$ cat src/rtl/bmc_pkg.sv
package bmc_pkg;
  // Phase of the capture controller
  typedef enum logic [0:0] {
    PH_SAMPLE = 1'b0,  // reset low (or just after power-on): history runs
    PH_HELD   = 1'b1   // capture taken, result held while reset high
  } phase_t;

  localparam int unsigned SYNC_STAGES = 2;
endpackage

$ cat src/rtl/bmc_sync.sv
module bmc_sync #(
  parameter int unsigned W      = 3,
  parameter int unsigned STAGES = 2
) (
  input  logic         clk,
  input  logic         rst,
  input  logic [W-1:0] d,
  output logic [W-1:0] q
);
  logic [W-1:0] stg [STAGES];

  always_ff @(posedge clk) begin
    if (rst) stg[0] <= '0;
    else     stg[0] <= d;
  end

  generate
    for (genvar s = 1; s < STAGES; s++) begin : g_stage
      always_ff @(posedge clk) begin
        if (rst) stg[s] <= '0;
        else     stg[s] <= stg[s-1];
      end
    end
  endgenerate

  assign q = stg[STAGES-1];
endmodule

$ cat src/rtl/bmc_history.sv
module bmc_history #(
  parameter int unsigned W = 3,
  parameter int unsigned D = 5
) (
  input  logic           clk,
  input  logic           rst,
  input  logic           en,
  input  logic [W-1:0]   din,
  output logic [W*D-1:0] hist_flat  // bit b*D+0 newest, b*D+D-1 oldest
);
  generate
    for (genvar b = 0; b < W; b++) begin : g_bit
      logic [D-1:0] sh;
      always_ff @(posedge clk) begin
        if (rst)     sh <= '0;
        else if (en) sh <= {sh[D-2:0], din[b]};
      end
      assign hist_flat[b*D +: D] = sh;
    end
  endgenerate
endmodule

$ cat src/rtl/bmc_vote.sv
module bmc_vote #(
  parameter int unsigned W = 3,
  parameter int unsigned D = 5,
  parameter int unsigned V = 3
) (
  input  logic [W*D-1:0] hist_flat,
  output logic [W-1:0]   vote
);
  localparam int unsigned LOW = D - V;  // index of youngest voting entry

  generate
    for (genvar b = 0; b < W; b++) begin : g_bit
      assign vote[b] = &hist_flat[b*D + LOW +: V];
    end
  endgenerate
endmodule

$ cat src/rtl/bootmode_capture.sv
module bootmode_capture #(
  parameter int unsigned W = 3,
  parameter int unsigned D = 5,
  parameter int unsigned V = 3
) (
  input  logic         clk_osc,
  input  logic         por,
  input  logic         rst_lvl,
  input  logic [W-1:0] pad_in,
  output logic [W-1:0] boot_mode,
  output logic         boot_valid
);
  import bmc_pkg::*;

  phase_t         ph;
  logic [W-1:0]   pad_s;
  logic [W*D-1:0] hist_flat;
  logic [W-1:0]   vote;

  bmc_sync #(.W(W), .STAGES(SYNC_STAGES)) u_sync (
    .clk (clk_osc),
    .rst (por),
    .d   (pad_in),
    .q   (pad_s)
  );

  bmc_history #(.W(W), .D(D)) u_hist (
    .clk       (clk_osc),
    .rst       (por),
    .en        (!rst_lvl),
    .din       (pad_s),
    .hist_flat (hist_flat)
  );

  bmc_vote #(.W(W), .D(D), .V(V)) u_vote (
    .hist_flat (hist_flat),
    .vote      (vote)
  );

  always_ff @(posedge clk_osc) begin
    if (por) begin
      ph         <= PH_SAMPLE;
      boot_mode  <= '0;
      boot_valid <= 1'b0;
    end else begin
      case (ph)
        PH_SAMPLE: begin
          if (rst_lvl) begin
            boot_mode  <= vote;
            boot_valid <= 1'b1;
            ph         <= PH_HELD;
          end
        end
        PH_HELD: begin
          if (!rst_lvl) begin
            boot_mode  <= '0;
            boot_valid <= 1'b0;
            ph         <= PH_SAMPLE;
          end
        end
        default: ph <= PH_SAMPLE;
      endcase
    end
  end
endmodule

$ cat config.mk
export PLATFORM = sky130hd
export DESIGN_NAME = bootmode_capture
export DESIGN_NICKNAME = d
export VERILOG_FILES = /design/src/rtl/bmc_pkg.sv /design/src/rtl/bmc_sync.sv /design/src/rtl/bmc_history.sv /design/src/rtl/bmc_vote.sv /design/src/rtl/bootmode_capture.sv
export SDC_FILE = /design/constraint.sdc
export NUM_CORES = 1
export LEC_CHECK = 0
export BUFFER_PORTS_ARGS = -buffer_cell sky130_fd_sc_hd__buf_4
export CORE_MARGIN = 4
export CORE_UTILIZATION = 58
export DETAILED_ROUTE_END_ITERATION = 7
export PLACE_DENSITY = 0.79
export REMOVE_ABC_BUFFERS = 1
export SYNTH_ARGS = -nofsm -noshare
export SYNTH_HDL_FRONTEND = slang
export SYNTH_SLANG_ARGS = --single-unit
export TNS_END_PERCENT = 100
$ cat constraint.sdc
create_clock -name clk_osc -period 1.15 [get_ports clk_osc]
set_input_delay 0.0575 -clock clk_osc [delete_from_list [all_inputs] [get_ports clk_osc]]
set_output_delay 0.0575 -clock clk_osc [all_outputs]
set_load 0.01 [all_outputs]
==> flow_metrics.env, run 1 <==
export IMPL_outcome="completed"
export IMPL_nets=102
export IMPL_tightest_slew_ns=0.2750
export IMPL_antenna_found_initial=0
export IMPL_ctsLongestPathBuffers=2
export IMPL_worstHoldPathCells=2
export IMPL_fin_crit_sh_pct=76.56
export IMPL_drt_first_pass_iters=4
export IMPL_crit_chain="nor2b_1, nand4_1, a21oi_1"
export IMPL_layout_drive_gt1_share_pct=13.83
export IMPL_wl_per_cell_um=11.05
export IMPL_core_rowCount=13
export IMPL_fp_dieW_um=47.33
export IMPL_reg2regPathDepth=3
export IMPL_hold_class="primary input to flip-flop"
export IMPL_clkSinkCount=26
export IMPL_ys_seq_area_share_pct=58.02
export IMPL_place_gp_congestion=0.7206
export IMPL_synth_cells=83
export IMPL_core_area_um2=1383
export IMPL_route_antenna_remaining_nets=0
export IMPL_die_area_um2=2240
export IMPL_via_count=563
export IMPL_synth_cell_types=13
export IMPL_drv_cap=0
export IMPL_die_height_um=47.33
export IMPL_min_from="por"
export IMPL_required_ns=1.41
export IMPL_ir_drop_uv=979.0
export IMPL_grt_max_degree=27
export IMPL_cp_end_kind="flip-flop"
export IMPL_drcViolationCount=0
export IMPL_slew_violations=0
export IMPL_synth_warnings=0
export IMPL_path_clk_slew_ns=0.12
export IMPL_clock_latency_ns=0.31
export IMPL_dp_hpwl_um=755.1
export IMPL_fin_crit_ns=0.8804
export IMPL_tns_ns=0
export IMPL_arrival_ns=1.14
export IMPL_cts_tree="yes"
export IMPL_ys_seq_elements=26
export IMPL_grt_pass1_wl_um=2090
export IMPL_start_util_pct=64.89
export IMPL_p_per_area_nw_per_um2=1387
export IMPL_areaGrowthSynthToFinish_pct=10.88
export IMPL_max_freq_ghz=1.136
export IMPL_port_buffers=9
export IMPL_min_delay_worst_endpoint="u_hist.g_bit[2].sh[2]"
export IMPL_p_leak_nw=0.4290
export IMPL_ioPinCount=10
export IMPL_drtIter0Drc=1
export IMPL_rr_endpoint="boot_mode[0]"
export IMPL_grt_setup_unrepaired="no"
export IMPL_cts_made_buffers=3
export IMPL_n_antenna_cell=0
export IMPL_hold_viol_final=0
export IMPL_cts_root_buf="clkbuf_4"
export IMPL_reg2reg_from="ph"
export IMPL_fin_worst_skew_ns=0.001805
export IMPL_setup_viol=0
export IMPL_cp_slowest_cell="dfxtp_1"
export IMPL_syn_avg_cell_area_um2=10.81
export IMPL_syn_cell_area_um2=897.1
export IMPL_grt_overflow_total=0
export IMPL_cpPeakStageDelay_ns=0.36
export IMPL_timing_critical_path_from="ph"
export IMPL_rrSetupSlack_ns=0.27
export IMPL_relSlewSlack_pct=81.67
export IMPL_final_core_util_pct=71.95
export IMPL_vias_per_cell=5.165
export IMPL_critPathKind="flip-flop to flip-flop"
export IMPL_cp_start_kind="flip-flop"
export IMPL_crit_path_max_fanout=4
export IMPL_htreeDepth=1
export IMPL_grt_pass1_vias=524
export IMPL_finalWirelength_um=1204
export IMPL_grt_usage_pct=14.45
## power breakdown
group / internal, mW / switching, mW / leakage (nW)
clock: 0.123 / 0.241 / 0.0138
sequential: 0.920 / 0.00823 / 0.211
combinational: 0.0450 / 0.0429 / 0.204
## final cells by class
cell class | instances | area, µm²
multi-input combinational | 52 | 331.6
sequential | 26 | 520.5
inverter | 1 | 3.754
tap | 15 | 18.77
fill | 100 | 387.9
clock buffer | 3 | 22.52
timing repair buffer | 12 | 97.59
## kinds of logic after synthesis
group                  after synthesis  share of synthesized area [%]
and+or+nand+nor                     29                          15.76
buffers and inverters                5                          5.021
AOI/OAI and AO/OA                    8                          4.463
muxes                               15                          16.74
DFF                                 26                          58.02
## Yosys cell counts (all sizes together)
cell	n	area share [%]
a21oi	4	2.2
o21ai	4	2.2
nand4	3	2.1
buf	4	4.6
dfxtp	26	58
inv	1	0.42
nor2b	8	5.6
mux2i	15	17
nor2	16	6.7
nand2	1	0.42
and2	1	0.98
## registers in the layout, summed over array words and instances (netlist names)
signal           cells
ph                   1
u_hist.g_bit.sh     15
u_sync.stg           6
boot_mode            3
boot_valid           1
## worst max-delay path, delay by kind of cell (launching register included)
| kind | cells | cell delay [ns] |
|---|---|---|
| simple gates | 2 | 0.33 |
| flops | 1 | 0.36 |
| compound gates | 1 | 0.14 |
## how the worst max path moves through the flow
stage              endpoint  slack [ns]  cells past startpoint
4_1_cts        boot_mode[0]        0.26                      3
6_report       boot_mode[0]        0.27                      3
2_1_floorplan  boot_mode[0]        0.38                      3
3_3_place_gp   boot_mode[1]        0.26                      4
5_1_grt        boot_mode[0]        0.21                      3
3_5_place_dp   boot_mode[0]        0.22                      4
## cells in the final DEF (no fill, tap or decap)
master / count
clkbuf_4: 3
nand4_1: 3
o21ai_1: 4
dfxtp_1: 26
nor2_1: 16
buf_4: 9
inv_1: 1
and2_4: 1
mux2i_1: 15
dlygate4sd3_1: 3
nor2b_1: 8
a21oi_1: 4
nand2_1: 1
## repair_timing
item | CTS | global route
endpoints found under the hold margin | 3 | 0
hold buffers | 3 | 0
gates resized for setup | 0 | 0
endpoints found under the setup margin | 0 | 0
setup buffers | 0 | 0
## stage by stage
stage | total power [mW] | worst slack (ns) | hold WS, ns | std cells | area [µm²]
5_1_grt | 1.446 | 0.2080 | 0.07092 | 109 | 994.7
6_report | 1.380 | 0.2696 | 0.07947 | 109 | 994.7
3_5_place_dp | 1.029 | 0.2248 | 0.2800 | 103 | 942.2
4_1_cts | 1.396 | 0.2627 | 0.07452 | 109 | 994.7
3_3_place_gp | 1.026 | 0.2644 | 0.2732 | 103 | 942.2
2_1_floorplan | 0.9819 | 0.3835 | 0.1266 | 79 | 855.8
## metal layers
layer / GRT usage [%] / vias up / wire [µm]
met5: 0 / - / 0
met3: 4.598 / 4 / 75
met4: 14.92 / 0 / 50
met1: 16.04 / 251 / 568
li1: - / 296 / -
met2: 20.86 / 12 / 511
Power figures use the tool's default switching activity.
==> run 2: changes to the inputs <==
Settings changed: CORE_UTILIZATION 58 to 48, PLACE_DENSITY 0.79 to 0.7.
Clock period 1.15 ns to 0.8 ns, I/O delays scaled along.
==> run 2 against run 1 <==
The run now ends with setup timing left; first-iteration DRC count grew to 3.0 times the previous value; clock-buffer cell count increased by 1; sequential power rose by 44%; largest power group unchanged.
==> flow_metrics.env, run 2 (synthesis gave the netlist of run 1 again) <==
export IMPL_slew_violations=0
export IMPL_n_antenna_cell=0
export IMPL_die_area_um2=2625
export IMPL_dp_cells=116
export IMPL_grt_pass1_vias=560
export IMPL_mostFrequentLayoutCell="dfxtp_1"
export IMPL_largest_register_ffs=15
export IMPL_violations="setup timing"
export IMPL_fp_dieW_um=51.23
export IMPL_crit_path_max_fanout=4
export IMPL_finalWirelength_um=1345
export IMPL_ir_drop_uv=1366
export IMPL_reg_top3="u_hist.g_bit.sh x15, u_sync.stg x6, boot_mode x3"
export IMPL_ioPinCount=10
export IMPL_multi_input_area_um2=352.8
export IMPL_grt_usage_pct=11.81
export IMPL_fin_crit_sh_pct=106.3
export IMPL_grt_pass1_wl_um=2339
export IMPL_setup_viol=7
export IMPL_route_antenna_remaining_nets=0
export IMPL_hold_class="primary input to flip-flop"
export IMPL_path_clk_slew_ns=0.13
export IMPL_grt_overflow_total=0
export IMPL_die_height_um=51.23
export IMPL_outcome="finished with violations"
export IMPL_drtIter0Drc=3
export IMPL_total_power_mw=2.123
export IMPL_cp_end_kind="flip-flop"
export IMPL_core_rowCount=15
export IMPL_antenna_found_initial=0
export IMPL_fin_crit_ns=0.8503
export IMPL_drcViolationCount=0
export IMPL_nets=107
export IMPL_cts_made_buffers=3
export IMPL_whs_ns=0.02841
export IMPL_start_util_pct=51.40
export IMPL_htreeDepth=1
export IMPL_core_area_um2=1745
export IMPL_port_buffers=9
export IMPL_areaGrowthSynthToFinish_pct=23.01
export IMPL_critPathKind="flip-flop to flip-flop"
export IMPL_vias_per_cell=4.736
export IMPL_place_gp_congestion=0.7001
export IMPL_via_count=592
export IMPL_p_per_area_nw_per_um2=1924
export IMPL_grt_max_degree=27
export IMPL_relSlewSlack_pct=83.03
export IMPL_fin_ws_ns=-0.05029
export IMPL_nFillCells=159
export IMPL_required_ns=1.05
export IMPL_drt_first_pass_iters=4
export IMPL_tightest_slew_ns=0.2545
export IMPL_final_cell_mix="dfxtp_1 (21), mux2i_1 (15), nor2_1 (15), buf_4 (10), nor2b_1 (7)"
export IMPL_layout_drive_gt1_share_pct=29.00
export IMPL_clock_latency_ns=0.31
export IMPL_hold_viol_final=0
export IMPL_regArea_um2=529.3
export IMPL_rrSetupSlack_ns=-0.05
export IMPL_finalNonFillerCells=125
export IMPL_max_freq_ghz=1.176
export IMPL_arrival_ns=1.10
export IMPL_place_ws_ns=-0.06768
export IMPL_p_leak_nw=0.4737
export IMPL_wl_per_cell_um=10.76
export IMPL_clkSinkCount=26
export IMPL_drv_cap=0
export IMPL_ctsLongestPathBuffers=2
export IMPL_grt_setup_unrepaired="yes"
export IMPL_fin_worst_skew_ns=0.004685
export IMPL_cts_root_buf="clkbuf_4"
export IMPL_dp_hpwl_um=837.8
export IMPL_cp_start_kind="flip-flop"
export IMPL_largest_register="u_hist.g_bit.sh"
export IMPL_final_core_util_pct=63.23
export IMPL_cts_tree="yes"
## run 2: changes by cell type in the layout (fill, tap and decap cells not counted), sizes merged
cell	previous run	this run
clkbuf	3	4
buf	9	14
## run 2: where the power goes
part           internal, mW  switching (mW)  total, mW
logic                0.0854          0.0729      0.158
registers              1.32          0.0139       1.34
clock network         0.278           0.351      0.629
total                  1.68           0.438       2.12
## run 2: critical path, cell delays in order, from the launching register on
cell	delay, ns
dfxtp_4	0.39
nor2_2	0.18
o21ai_1	0.10
a21oi_1	0.13
## run 2: routing by layer
layer	routed length (µm)	GRT usage, %	part of all wire, %
met1	618	13.19	46
met2	639	20.60	48
met3	74	5.248	5.5
met4	12	2.620	0.89
met5	0	0	0
## run 2: repair_timing
action	4_1_cts	5_1_grt
hold buffers	3	0
endpoints found under the setup margin	7	8
pin swaps	0	3
endpoints found under the hold margin	3	0
gates cloned	0	0
resized for setup	11	5
setup buffers	1	1
## run 2: final cells by class
type | count | area share, %
multi-input cells | 52 | 31.97
well taps | 25 | 2.834
repair buffers | 17 | 13.61
clock buffers | 4 | 3.288
flip-flops and latches | 26 | 47.96
inverters | 1 | 0.3401
## run 2: final timing paths
kind / from / end / cells past startpoint
max: ph / boot_mode[1] / 3
min: rst_lvl / boot_valid / 3
max reg2reg: ph / boot_mode[1] / 3
min reg2reg: u_sync.stg[0][1] / u_sync.stg[1][1] / 1
## run 2: stage by stage
stage | setup TNS [ns] | instance area, µm²
after floorplan | 0 | 855.8
after global placement | -0.01656 | 977.2
after detailed placement | -0.1625 | 977.2
after CTS | -0.1467 | 1080
after global routing | -0.4193 | 1104
final | -0.1621 | 1104
